--- config.mk ---
export PLATFORM = sky130hd
export DESIGN_NAME = vram_port
export DESIGN_NICKNAME = d
export VERILOG_FILES = /design/src/rtl/vrp_pkg.sv /design/src/rtl/vrp_remap.sv /design/src/rtl/vrp_addr.sv /design/src/rtl/vrp_seq.sv /design/src/rtl/vram_port.sv
export SDC_FILE = /design/constraint.sdc
export NUM_CORES = 1
export LEC_CHECK = 0
export ABC_CLOCK_PERIOD_IN_PS = 2180
export BUFFER_PORTS_ARGS = -buffer_cell sky130_fd_sc_hd__buf_2
export CORE_MARGIN = 3
export CORE_UTILIZATION = 54
export DETAILED_ROUTE_END_ITERATION = 10
export PLACE_DENSITY = 0.8
export SLEW_MARGIN = 30
export SYNTH_ARGS = -nofsm -noshare
export SYNTH_HDL_FRONTEND = slang
export SYNTH_SLANG_ARGS = --single-unit
--- constraint.sdc ---
create_clock -name clk -period 2.18 [get_ports clk]
set_clock_uncertainty 0.2 [all_clocks]
set_input_delay 0.436 -clock clk [delete_from_list [all_inputs] [get_ports clk]]
set_output_delay 0.436 -clock clk [all_outputs]
set_load 0.01 [all_outputs]
--- src/rtl/vrp_pkg.sv ---
package vrp_pkg;
    localparam int WORD_W = 15;
    localparam int BYTE_W = WORD_W + 1;
    localparam int DATA_W = 8;
    localparam int SEL_W  = 3;
    localparam int MODE_N = 4;

    localparam logic [SEL_W-1:0] SEL_CTRL    = 3'd0;
    localparam logic [SEL_W-1:0] SEL_ADDR_LO = 3'd1;
    localparam logic [SEL_W-1:0] SEL_ADDR_HI = 3'd2;
    localparam logic [SEL_W-1:0] SEL_DATA_LO = 3'd3;
    localparam logic [SEL_W-1:0] SEL_DATA_HI = 3'd4;

    typedef enum logic [2:0] {
        ST_IDLE,
        ST_STORE,
        ST_FETCH_LO,
        ST_FETCH_HI,
        ST_FETCH_END
    } seq_state_t;
endpackage

--- src/rtl/vrp_remap.sv ---
module vrp_remap
    import vrp_pkg::*;
(
    input  logic [1:0]        mode,
    input  logic [WORD_W-1:0] word,
    output logic [BYTE_W-1:0] byte_addr
);
    logic [BYTE_W-1:0] cand [MODE_N];

    // mode 0: straight word-to-byte scaling
    assign cand[0] = {word, 1'b0};

    // modes 1..3: rotate the low field of 7+k bits left by three
    for (genvar k = 1; k < MODE_N; k++) begin : g_rot
        localparam int F = 7 + k;
        assign cand[k] = {word[WORD_W-1:F], word[F-4:0], word[F-1:F-3], 1'b0};
    end

    assign byte_addr = cand[mode];
endmodule

--- src/rtl/vrp_addr.sv ---
module vrp_addr
    import vrp_pkg::*;
#(
    parameter int STEP_MID = 32,
    parameter int STEP_BIG = 128
) (
    input  logic              clk,
    input  logic              rst_n,
    input  logic              wr_ctrl,
    input  logic              wr_lo,
    input  logic              wr_hi,
    input  logic [DATA_W-1:0] wdata,
    input  logic              advance,
    output logic [WORD_W-1:0] word_addr,
    output logic              inc_on_high,
    output logic [1:0]        remap_mode
);
    logic [1:0]        step_code;
    logic [WORD_W-1:0] step_val;

    always_comb begin
        unique case (step_code)
            2'd0:    step_val = WORD_W'(1);
            2'd1:    step_val = WORD_W'(STEP_MID);
            default: step_val = WORD_W'(STEP_BIG);
        endcase
    end

    always_ff @(posedge clk) begin
        if (!rst_n) begin
            inc_on_high <= 1'b0;
            remap_mode  <= 2'd0;
            step_code   <= 2'd0;
        end else if (wr_ctrl) begin
            inc_on_high <= wdata[7];
            remap_mode  <= wdata[3:2];
            step_code   <= wdata[1:0];
        end
    end

    always_ff @(posedge clk) begin
        if (!rst_n) begin
            word_addr <= '0;
        end else if (wr_lo) begin
            word_addr[DATA_W-1:0] <= wdata;
        end else if (wr_hi) begin
            word_addr[WORD_W-1:DATA_W] <= wdata[WORD_W-DATA_W-1:0];
        end else if (advance) begin
            word_addr <= word_addr + step_val;
        end
    end
endmodule

--- src/rtl/vrp_seq.sv ---
module vrp_seq
    import vrp_pkg::*;
(
    input  logic                clk,
    input  logic                rst_n,
    input  logic                start_store,
    input  logic                start_fetch,
    input  logic                inc_req,
    input  logic                store_high,
    input  logic [DATA_W-1:0]   store_data,
    input  logic [BYTE_W-1:0]   byte_base,
    input  logic [DATA_W-1:0]   mem_rdata,
    output logic                busy,
    output logic [2*DATA_W-1:0] latch,
    output logic                advance,
    output logic [BYTE_W-1:0]   mem_addr,
    output logic                mem_re,
    output logic                mem_we,
    output logic [DATA_W-1:0]   mem_wdata
);
    seq_state_t        state_q, state_d;
    logic              pend_inc;
    logic              wr_high;
    logic [DATA_W-1:0] wr_byte;

    // transition logic
    always_comb begin
        state_d = state_q;
        unique case (state_q)
            ST_IDLE: begin
                if (start_store)      state_d = ST_STORE;
                else if (start_fetch) state_d = ST_FETCH_LO;
            end
            ST_STORE:     state_d = ST_IDLE;
            ST_FETCH_LO:  state_d = ST_FETCH_HI;
            ST_FETCH_HI:  state_d = ST_FETCH_END;
            ST_FETCH_END: state_d = ST_IDLE;
            default:      state_d = ST_IDLE;
        endcase
    end

    // state register
    always_ff @(posedge clk) begin
        if (!rst_n) state_q <= ST_IDLE;
        else        state_q <= state_d;
    end

    // request capture and latch fill
    always_ff @(posedge clk) begin
        if (!rst_n) begin
            pend_inc <= 1'b0;
            wr_high  <= 1'b0;
            wr_byte  <= '0;
            latch    <= '0;
        end else begin
            if (state_q == ST_IDLE && (start_store || start_fetch)) begin
                pend_inc <= inc_req;
                wr_high  <= store_high;
                wr_byte  <= store_data;
            end
            if (state_q == ST_FETCH_HI)  latch[DATA_W-1:0]        <= mem_rdata;
            if (state_q == ST_FETCH_END) latch[2*DATA_W-1:DATA_W] <= mem_rdata;
        end
    end

    // outputs
    always_comb begin
        mem_re    = 1'b0;
        mem_we    = 1'b0;
        mem_addr  = byte_base;
        mem_wdata = wr_byte;
        advance   = 1'b0;
        busy      = (state_q != ST_IDLE);
        unique case (state_q)
            ST_STORE: begin
                mem_we   = 1'b1;
                mem_addr = byte_base | {{(BYTE_W-1){1'b0}}, wr_high};
                advance  = pend_inc;
            end
            ST_FETCH_LO: mem_re = 1'b1;
            ST_FETCH_HI: begin
                mem_re   = 1'b1;
                mem_addr = byte_base | {{(BYTE_W-1){1'b0}}, 1'b1};
            end
            ST_FETCH_END: advance = pend_inc;
            default: ;
        endcase
    end
endmodule

--- src/rtl/vram_port.sv ---
module vram_port
    import vrp_pkg::*;
#(
    parameter int STEP_MID = 32,
    parameter int STEP_BIG = 128
) (
    input  logic              clk,
    input  logic              rst_n,
    input  logic              host_wr,
    input  logic              host_rd,
    input  logic [SEL_W-1:0]  host_sel,
    input  logic [DATA_W-1:0] host_wdata,
    output logic [DATA_W-1:0] host_rdata,
    output logic              busy,
    output logic [BYTE_W-1:0] mem_addr,
    output logic              mem_re,
    output logic              mem_we,
    output logic [DATA_W-1:0] mem_wdata,
    input  logic [DATA_W-1:0] mem_rdata
);
    logic                wr_ok, rd_ok;
    logic                sel_lo, sel_hi, trig;
    logic                inc_on_high, advance;
    logic [1:0]          remap_mode;
    logic [WORD_W-1:0]   word_addr;
    logic [BYTE_W-1:0]   byte_base;
    logic [2*DATA_W-1:0] latch;

    assign wr_ok  = host_wr && !busy;
    assign rd_ok  = host_rd && !busy && !host_wr;
    assign sel_lo = (host_sel == SEL_DATA_LO);
    assign sel_hi = (host_sel == SEL_DATA_HI);
    assign trig   = inc_on_high ? sel_hi : sel_lo;

    vrp_addr #(.STEP_MID(STEP_MID), .STEP_BIG(STEP_BIG)) u_addr (
        .clk         (clk),
        .rst_n       (rst_n),
        .wr_ctrl     (wr_ok && host_sel == SEL_CTRL),
        .wr_lo       (wr_ok && host_sel == SEL_ADDR_LO),
        .wr_hi       (wr_ok && host_sel == SEL_ADDR_HI),
        .wdata       (host_wdata),
        .advance     (advance),
        .word_addr   (word_addr),
        .inc_on_high (inc_on_high),
        .remap_mode  (remap_mode)
    );

    vrp_remap u_remap (
        .mode      (remap_mode),
        .word      (word_addr),
        .byte_addr (byte_base)
    );

    vrp_seq u_seq (
        .clk         (clk),
        .rst_n       (rst_n),
        .start_store (wr_ok && (sel_lo || sel_hi)),
        .start_fetch ((wr_ok && (host_sel == SEL_ADDR_LO || host_sel == SEL_ADDR_HI))
                      || (rd_ok && trig)),
        .inc_req     (trig),
        .store_high  (sel_hi),
        .store_data  (host_wdata),
        .byte_base   (byte_base),
        .mem_rdata   (mem_rdata),
        .busy        (busy),
        .latch       (latch),
        .advance     (advance),
        .mem_addr    (mem_addr),
        .mem_re      (mem_re),
        .mem_we      (mem_we),
        .mem_wdata   (mem_wdata)
    );

    always_comb begin
        if (sel_hi)      host_rdata = latch[2*DATA_W-1:DATA_W];
        else if (sel_lo) host_rdata = latch[DATA_W-1:0];
        else             host_rdata = '0;
    end
endmodule

==> results of run 1 <==
## per-stage QoR
step | setup WS, ps | cells
after floorplan | 137 | 305
after global placement | 139 | 403
after detailed placement | 52.4 | 403
after CTS | 22.5 | 411
after global routing | -28.1 | 413
final | 88.2 | 413
## kinds of logic after synthesis
family / Yosys count
multiplexers: 39
buffers and inverters: 33
flip-flops: 49
adder cells (fa/ha/maj): 4
AND/OR/NAND/NOR: 109
AO/OA/AOI/OAI: 67
XOR/XNOR: 4
## per-layer routing
layer  wire length, um  global-route usage  vias to the layer above
met4               133              0.0835                        0
li1                  -                   -                     1206
met1              2880               0.321                     1164
met3               403              0.0449                       17
met5                 0                   0                        -
met2              3040               0.400                       95
## what timing repair did
item	CTS	global route
hold buffers	0	0
gates cloned	0	0
setup buffers	0	2
pin swaps	0	4
endpoints found under the setup margin	3	11
gates resized for setup	1	9
## synth_stat cells, types with 2 or more instances
library cell,number
a21oi_1,8
a22o_1,8
a311oi_1,6
a31oi_1,8
a32oi_1,2
and2_1,2
buf_2,5
buf_4,5
clkbuf_1,12
dfxtp_1,49
ha_1,4
inv_1,9
mux2_2,6
mux2i_1,30
mux4_2,3
nand2_1,28
nand2b_1,2
nand3_1,10
nand4_1,4
nand4b_1,2
nor2_1,36
nor2b_1,3
nor3_1,6
nor3b_1,3
o21a_1,4
o21ai_0,21
o22ai_1,2
o31ai_1,2
or3_1,6
or4_1,2
xnor2_1,2
## worst max-delay path, delay by kind of cell (launching register included)
family                   cells  cell delay, ps
AND/OR/NAND/NOR              3             610
AO/OA/AOI/OAI                2             520
adder cells (fa/ha/maj)      1             360
flip-flops                   1             330
## area by class of cell
| class | count | area, um^2 |
|---|---|---|
| multi-input cells | 223 | 1510 |
| fillers | 376 | 1430 |
| flip-flops and latches | 49 | 986 |
| repair buffers | 71 | 390 |
| clock buffers | 5 | 68.8 |
| well taps | 52 | 65.1 |
| inverters | 10 | 37.5 |
| clock inverters | 3 | 17.5 |
## worst min path at each step
stage	slack, ps	cells past startpoint	endpoint
3_3_place_gp	240	2	u_seq.mem_wdata[4]
4_1_cts	170	3	u_seq.latch[5]
3_5_place_dp	250	2	u_seq.mem_wdata[0]
2_1_floorplan	250	2	u_seq.wr_high
5_1_grt	190	3	u_seq.latch[6]
6_report	180	3	u_seq.latch[5]
## state kept, by name (all words and copies together), names as in the netlist
name	flops
u_addr.step_code	2
u_addr.remap_mode	2
u_seq.wr_high	1
u_addr.inc_on_high	1
u_seq.latch	16
u_seq.pend_inc	1
u_seq.mem_wdata	8
u_seq.state_q	3
u_addr.word_addr	15
## power by group through the flow
stage                     Clock, mW  Sequential [mW]  Combinational [mW]
after detailed placement          0            0.976               0.249
after global placement            0            0.974               0.245
after global routing          0.582            0.962               0.280
after CTS                     0.540            0.955               0.250
after floorplan                   0            0.970               0.156
final                         0.528            0.957               0.254
==> flow_summary.toml, run 1 <==
[status]
status = "complete, no violations"

[detailed_routing]
post_drt_via_cell_ratio = 6.01
vias = 2482
wl_um = 6460
drt_iter0_drc = 254
ant_nets = 0
post_drt_wl_per_cell_um = 15.6
firstDrtPassIters = 4
drc_errors = 0

[critical_path]
startpoint_type = "flop"
r2r_cells = 6
critPathArrivalTime_ps = 2110
cp-startpoint = "u_addr.step_code[0]"
cp-endpoint = "u_addr.word_addr[11]"
critPathSlowestCell = "ha_1"
crit_chain = "nor2b_1, ha_1, nand4_1, o21a_1, or3_1, a311oi_1"
crit_fanout = 5
r2r-start = "u_addr.step_code[0]"
reg2reg_to = "u_addr.word_addr[11]"
worstSetupPathType = "flop to flop"
r2r_setup_slack_ps = 90
crit_path_max_incr_delay_ps = 360
crit_required_ps = 2200
end_kind = "flop"

[yosys]
synth_simple_gate_area_share = 0.200
synth_top_area_frac = 0.375
yosys_warnings = 0
postSynthAreaPerCell_um2 = 8.59
ys_types = 46
synth_flop_cell = "dfxtp_1"
syn_area_um2 = 2620
synthCells = 305
synth_top_family_by_area = "simple AND/OR/NAND/NOR gates"
synth.area.top_cells = "dfxtp_1, mux2i_1, nor2_1"
synthAdderAreaFrac = 0.0191
ys_ff_latch = 49
synth_compound_area_frac = 0.167
synth_xor_area_frac = 0.0162
synth-async-reset-ratio = 0
synth-edff-count = 0
synth_top_cell_by_area = "dfxtp_1"
yosysSeqAreaShare = 0.375
syn_nets = 332
synthMuxAreaShare = 0.166

[timing]
min_period_ps = 2090
fmax_ghz = 0.478
drv_slew = 0
rsz0062_at_grt = "yes"
worst_pin_slew_ps = 791
fin_crit_sh = 0.960
fin_tns_setup_ps = 0
hold-worst-slack_ps = 176
maxSlewHeadroom = 0.469
setup_violations = 0
hold_viol = 0

[global_routing]
antenna_found_initial = 0
grtUsageTotal = 0.243
grt_max_degree = 24
overflow = 0
grt_pass1_wl_um = 10700
grt_pass1_vias = 2305

[pwr]
p_seq_frac = 0.550
pwr_density_cell_nw_per_um2 = 566
swShare = 0.279
p_comb_frac = 0.146
p_leak_nw = 1.35
power_switching_mw = 0.485
internal_power_mw = 1.25
power.total_mw = 1.74
peakVddDrop_mv = 0.326
pwr-share-clk = 0.304

[clocking]
cts_tree = "yes"
numClockSinks = 49
clk_path_buf_depth = 2
cts_root_buf = "clkbuf_8"
cts_buffers = 5
insertion_delay_ps = 300
clk_pin_slew_worst_paths_ps = 90
htree_levels = 2

[worst_hold_path]
min_from = "mem_rdata[5]"
min_path_type = "input port to flop"

[floorplanning]
initial_utilization = 0.581
rows = 24
dieArea_um2 = 5720
core_um2 = 4500
die_x_um = 75.6
pin_count = 58
chipHeight_um = 75.6

[finish]
layout_commonest_cell = "buf_2"
synthToLayoutAreaGrowth_pct = 17.4
fin_area_um2 = 3070
layout-drive-gt1-share = 0.277
finish.utilization = 0.683
mostFrequentLayoutCells = "buf_2, dfxtp_1, nor2_1, mux2i_1, nand2_1"
n_antenna_cell = 0
nets = 387

[placed_design]
dpl_cell_area_um2 = 2950
dp_hpwl_um = 4790
gp_congestion = 0.952
io_buffers = 57

[run]
cap_violations = 0
Note: power is estimated with default switching activity, not from simulation.
==> run 2, diff against run 1 <==
--- a/config.mk
+++ b/config.mk
@@ -11,6 +11,7 @@
 export CORE_UTILIZATION = 54
 export DETAILED_ROUTE_END_ITERATION = 10
 export PLACE_DENSITY = 0.8
+export RECOVER_POWER = 25
 export SLEW_MARGIN = 30
 export SYNTH_ARGS = -nofsm -noshare
 export SYNTH_HDL_FRONTEND = slang
==> run 2 against run 1 <==
  * Combinational power down 2%
  * Worst hold slack worse by 2.1 ps
  * Sequential share of layout area up 0.20 points
  * Via count down 0.60%
  * Die area unchanged
  * Clock power about the same
  * Global-route usage unchanged
  * Total power down 0.11%
  * Critical path depth unchanged
  * Fmax up 0.11%
==> flow_summary.toml, run 2 (synthesized netlist as in run 1, its figures left out) <==
[clocking]
numClockSinks = 49
cts_root_buf = "clkbuf_8"
htree_levels = 2
clk_pin_slew_worst_paths_ps = 90
cts_tree = "yes"
cts_buffers = 5
insertion_delay_ps = 300
clk_path_buf_depth = 2

[timing]
maxSlewHeadroom = 0.463
setup_violations = 0
hold_viol = 0
worst_pin_slew_ps = 801
rsz0062_at_grt = "yes"
drv_slew = 0
fmax_ghz = 0.479
setup_ws_ps = 90.4
fin_crit_sh = 0.959
min_period_ps = 2090

[critical_path]
critPathSlowestCell = "ha_1"
critPathTopFamily = "simple AND/OR/NAND/NOR gates"
critPathBufInv = 0
crit_path_max_incr_delay_ps = 360
startpoint_type = "flop"
worstSetupPathType = "flop to flop"
crit_fanout = 7
critPathArrivalTime_ps = 2110
crit_chain = "nor2b_1, ha_1, nand4_1, o21a_2, or3_1, a311oi_2"
crit_required_ps = 2200
end_kind = "flop"

[global_routing]
grtUsageTotal = 0.243
antenna_found_initial = 0
overflow = 0
grt_max_degree = 24
grt_pass1_wl_um = 10700
grt_pass1_vias = 2305

[status]
status = "complete, no violations"

[placed_design]
dp_hpwl_um = 4790
dp_cells = 403
preCtsSetupSlack_ps = 52.4
io_buffers = 57
gp_congestion = 0.952

[finish]
layout-drive-gt1-share = 0.238
nets = 387
fin_cells = 413
largest_reg_flops = 16
n_antenna_cell = 0
synthToLayoutAreaGrowth_pct = 16.7
mostFrequentLayoutCells = "buf_2, dfxtp_1, nor2_1, mux2i_1, nand2_1"
regMostFlops = "u_seq.latch"

[detailed_routing]
top_layer_used = "met4"
wl_met2_um = 3070
wl_um = 6470
drt-met1-wl_um = 2860
vias = 2467
post_drt_wl_per_cell_um = 15.7
met3WireLength_um = 428
firstDrtPassIters = 4
drt_iter0_drc = 256
drc_errors = 0
post_drt_via_cell_ratio = 5.97
ant_nets = 0

[floorplanning]
initial_utilization = 0.581
chipHeight_um = 75.6
die_x_um = 75.6
rows = 24
pin_count = 58
core_um2 = 4500
dieArea_um2 = 5720

[run]
cap_violations = 0

[pwr]
peakVddDrop_mv = 0.326
p_leak_nw = 1.29
pwr_density_cell_nw_per_um2 = 569

[worst_hold_path]
min_path_type = "input port to flop"
run 2: cell types whose count changed in the layout (fill, tap and decap cells not counted), sizes merged:
cell and delta:
buf -13, clkbuf +13
run 2: path summary, 6_finish.rpt:
check / startpoint / to / slack, ps / depth (start not counted)
worst min-delay path: mem_rdata[5] / u_seq.latch[5] / 170 / 3
worst max register to register: u_addr.step_code[0] / u_addr.word_addr[10] / 90 / 6
worst min register to register: u_seq.mem_wdata[2] / u_seq.mem_wdata[2] / 260 / 2
worst max-delay path: u_addr.step_code[0] / u_addr.word_addr[10] / 90 / 6
run 2: cell type report:
| cell class | count | area (um^2) |
|---|---|---|
| Tap cell | 52 | 65.1 |
| Sequential cell | 49 | 986 |
| Timing Repair Buffer | 71 | 372 |
| Clock inverter | 3 | 17.5 |
| Inverter | 10 | 37.5 |
| Multi-Input combinational cell | 223 | 1510 |
| Fill cell | 375 | 1450 |
| Clock buffer | 5 | 68.8 |
run 2: power breakdown:
part	internal, mW	leakage [nW]	switching [mW]
logic	0.104	0.851	0.146
registers	0.925	0.399	0.0319
clock network	0.222	0.0439	0.308
total	1.25	1.29	0.487
run 2: per-stage QoR:
step | power [mW] | utilization | cell area (um^2) | TNS, ps | hold WS, ps
3_5_place_dp | 1.22 | 0.654 | 2950 | 0 | 251
2_1_floorplan | 1.13 | - | 2620 | 0 | 247
5_1_grt | 1.82 | 0.678 | 3060 | -33.1 | 189
4_1_cts | 1.75 | 0.674 | 3040 | 0 | 167
6_report | 1.74 | 0.678 | 3060 | 0 | 174
3_3_place_gp | 1.22 | 0.654 | 2950 | 0 | 241
run 2: metal layers:
metal | up-vias | GRT usage
met4 | 0 | 0.0835
met3 | 13 | 0.0449
met5 | - | 0
li1 | 1207 | -
met2 | 86 | 0.400
met1 | 1161 | 0.321
run 2: timing repair:
action / 4_1_cts / 5_1_grt
buffers inserted: 0 / 2
pin swaps: 0 / 4
hold buffers: 0 / 0
endpoints found under the setup margin: 3 / 11
gates resized for setup: 1 / 9
run 2: tightest hold or removal path: stages:
cell	delay (ps)
buf_2	90
mux2i_1	60
nor2_1	70
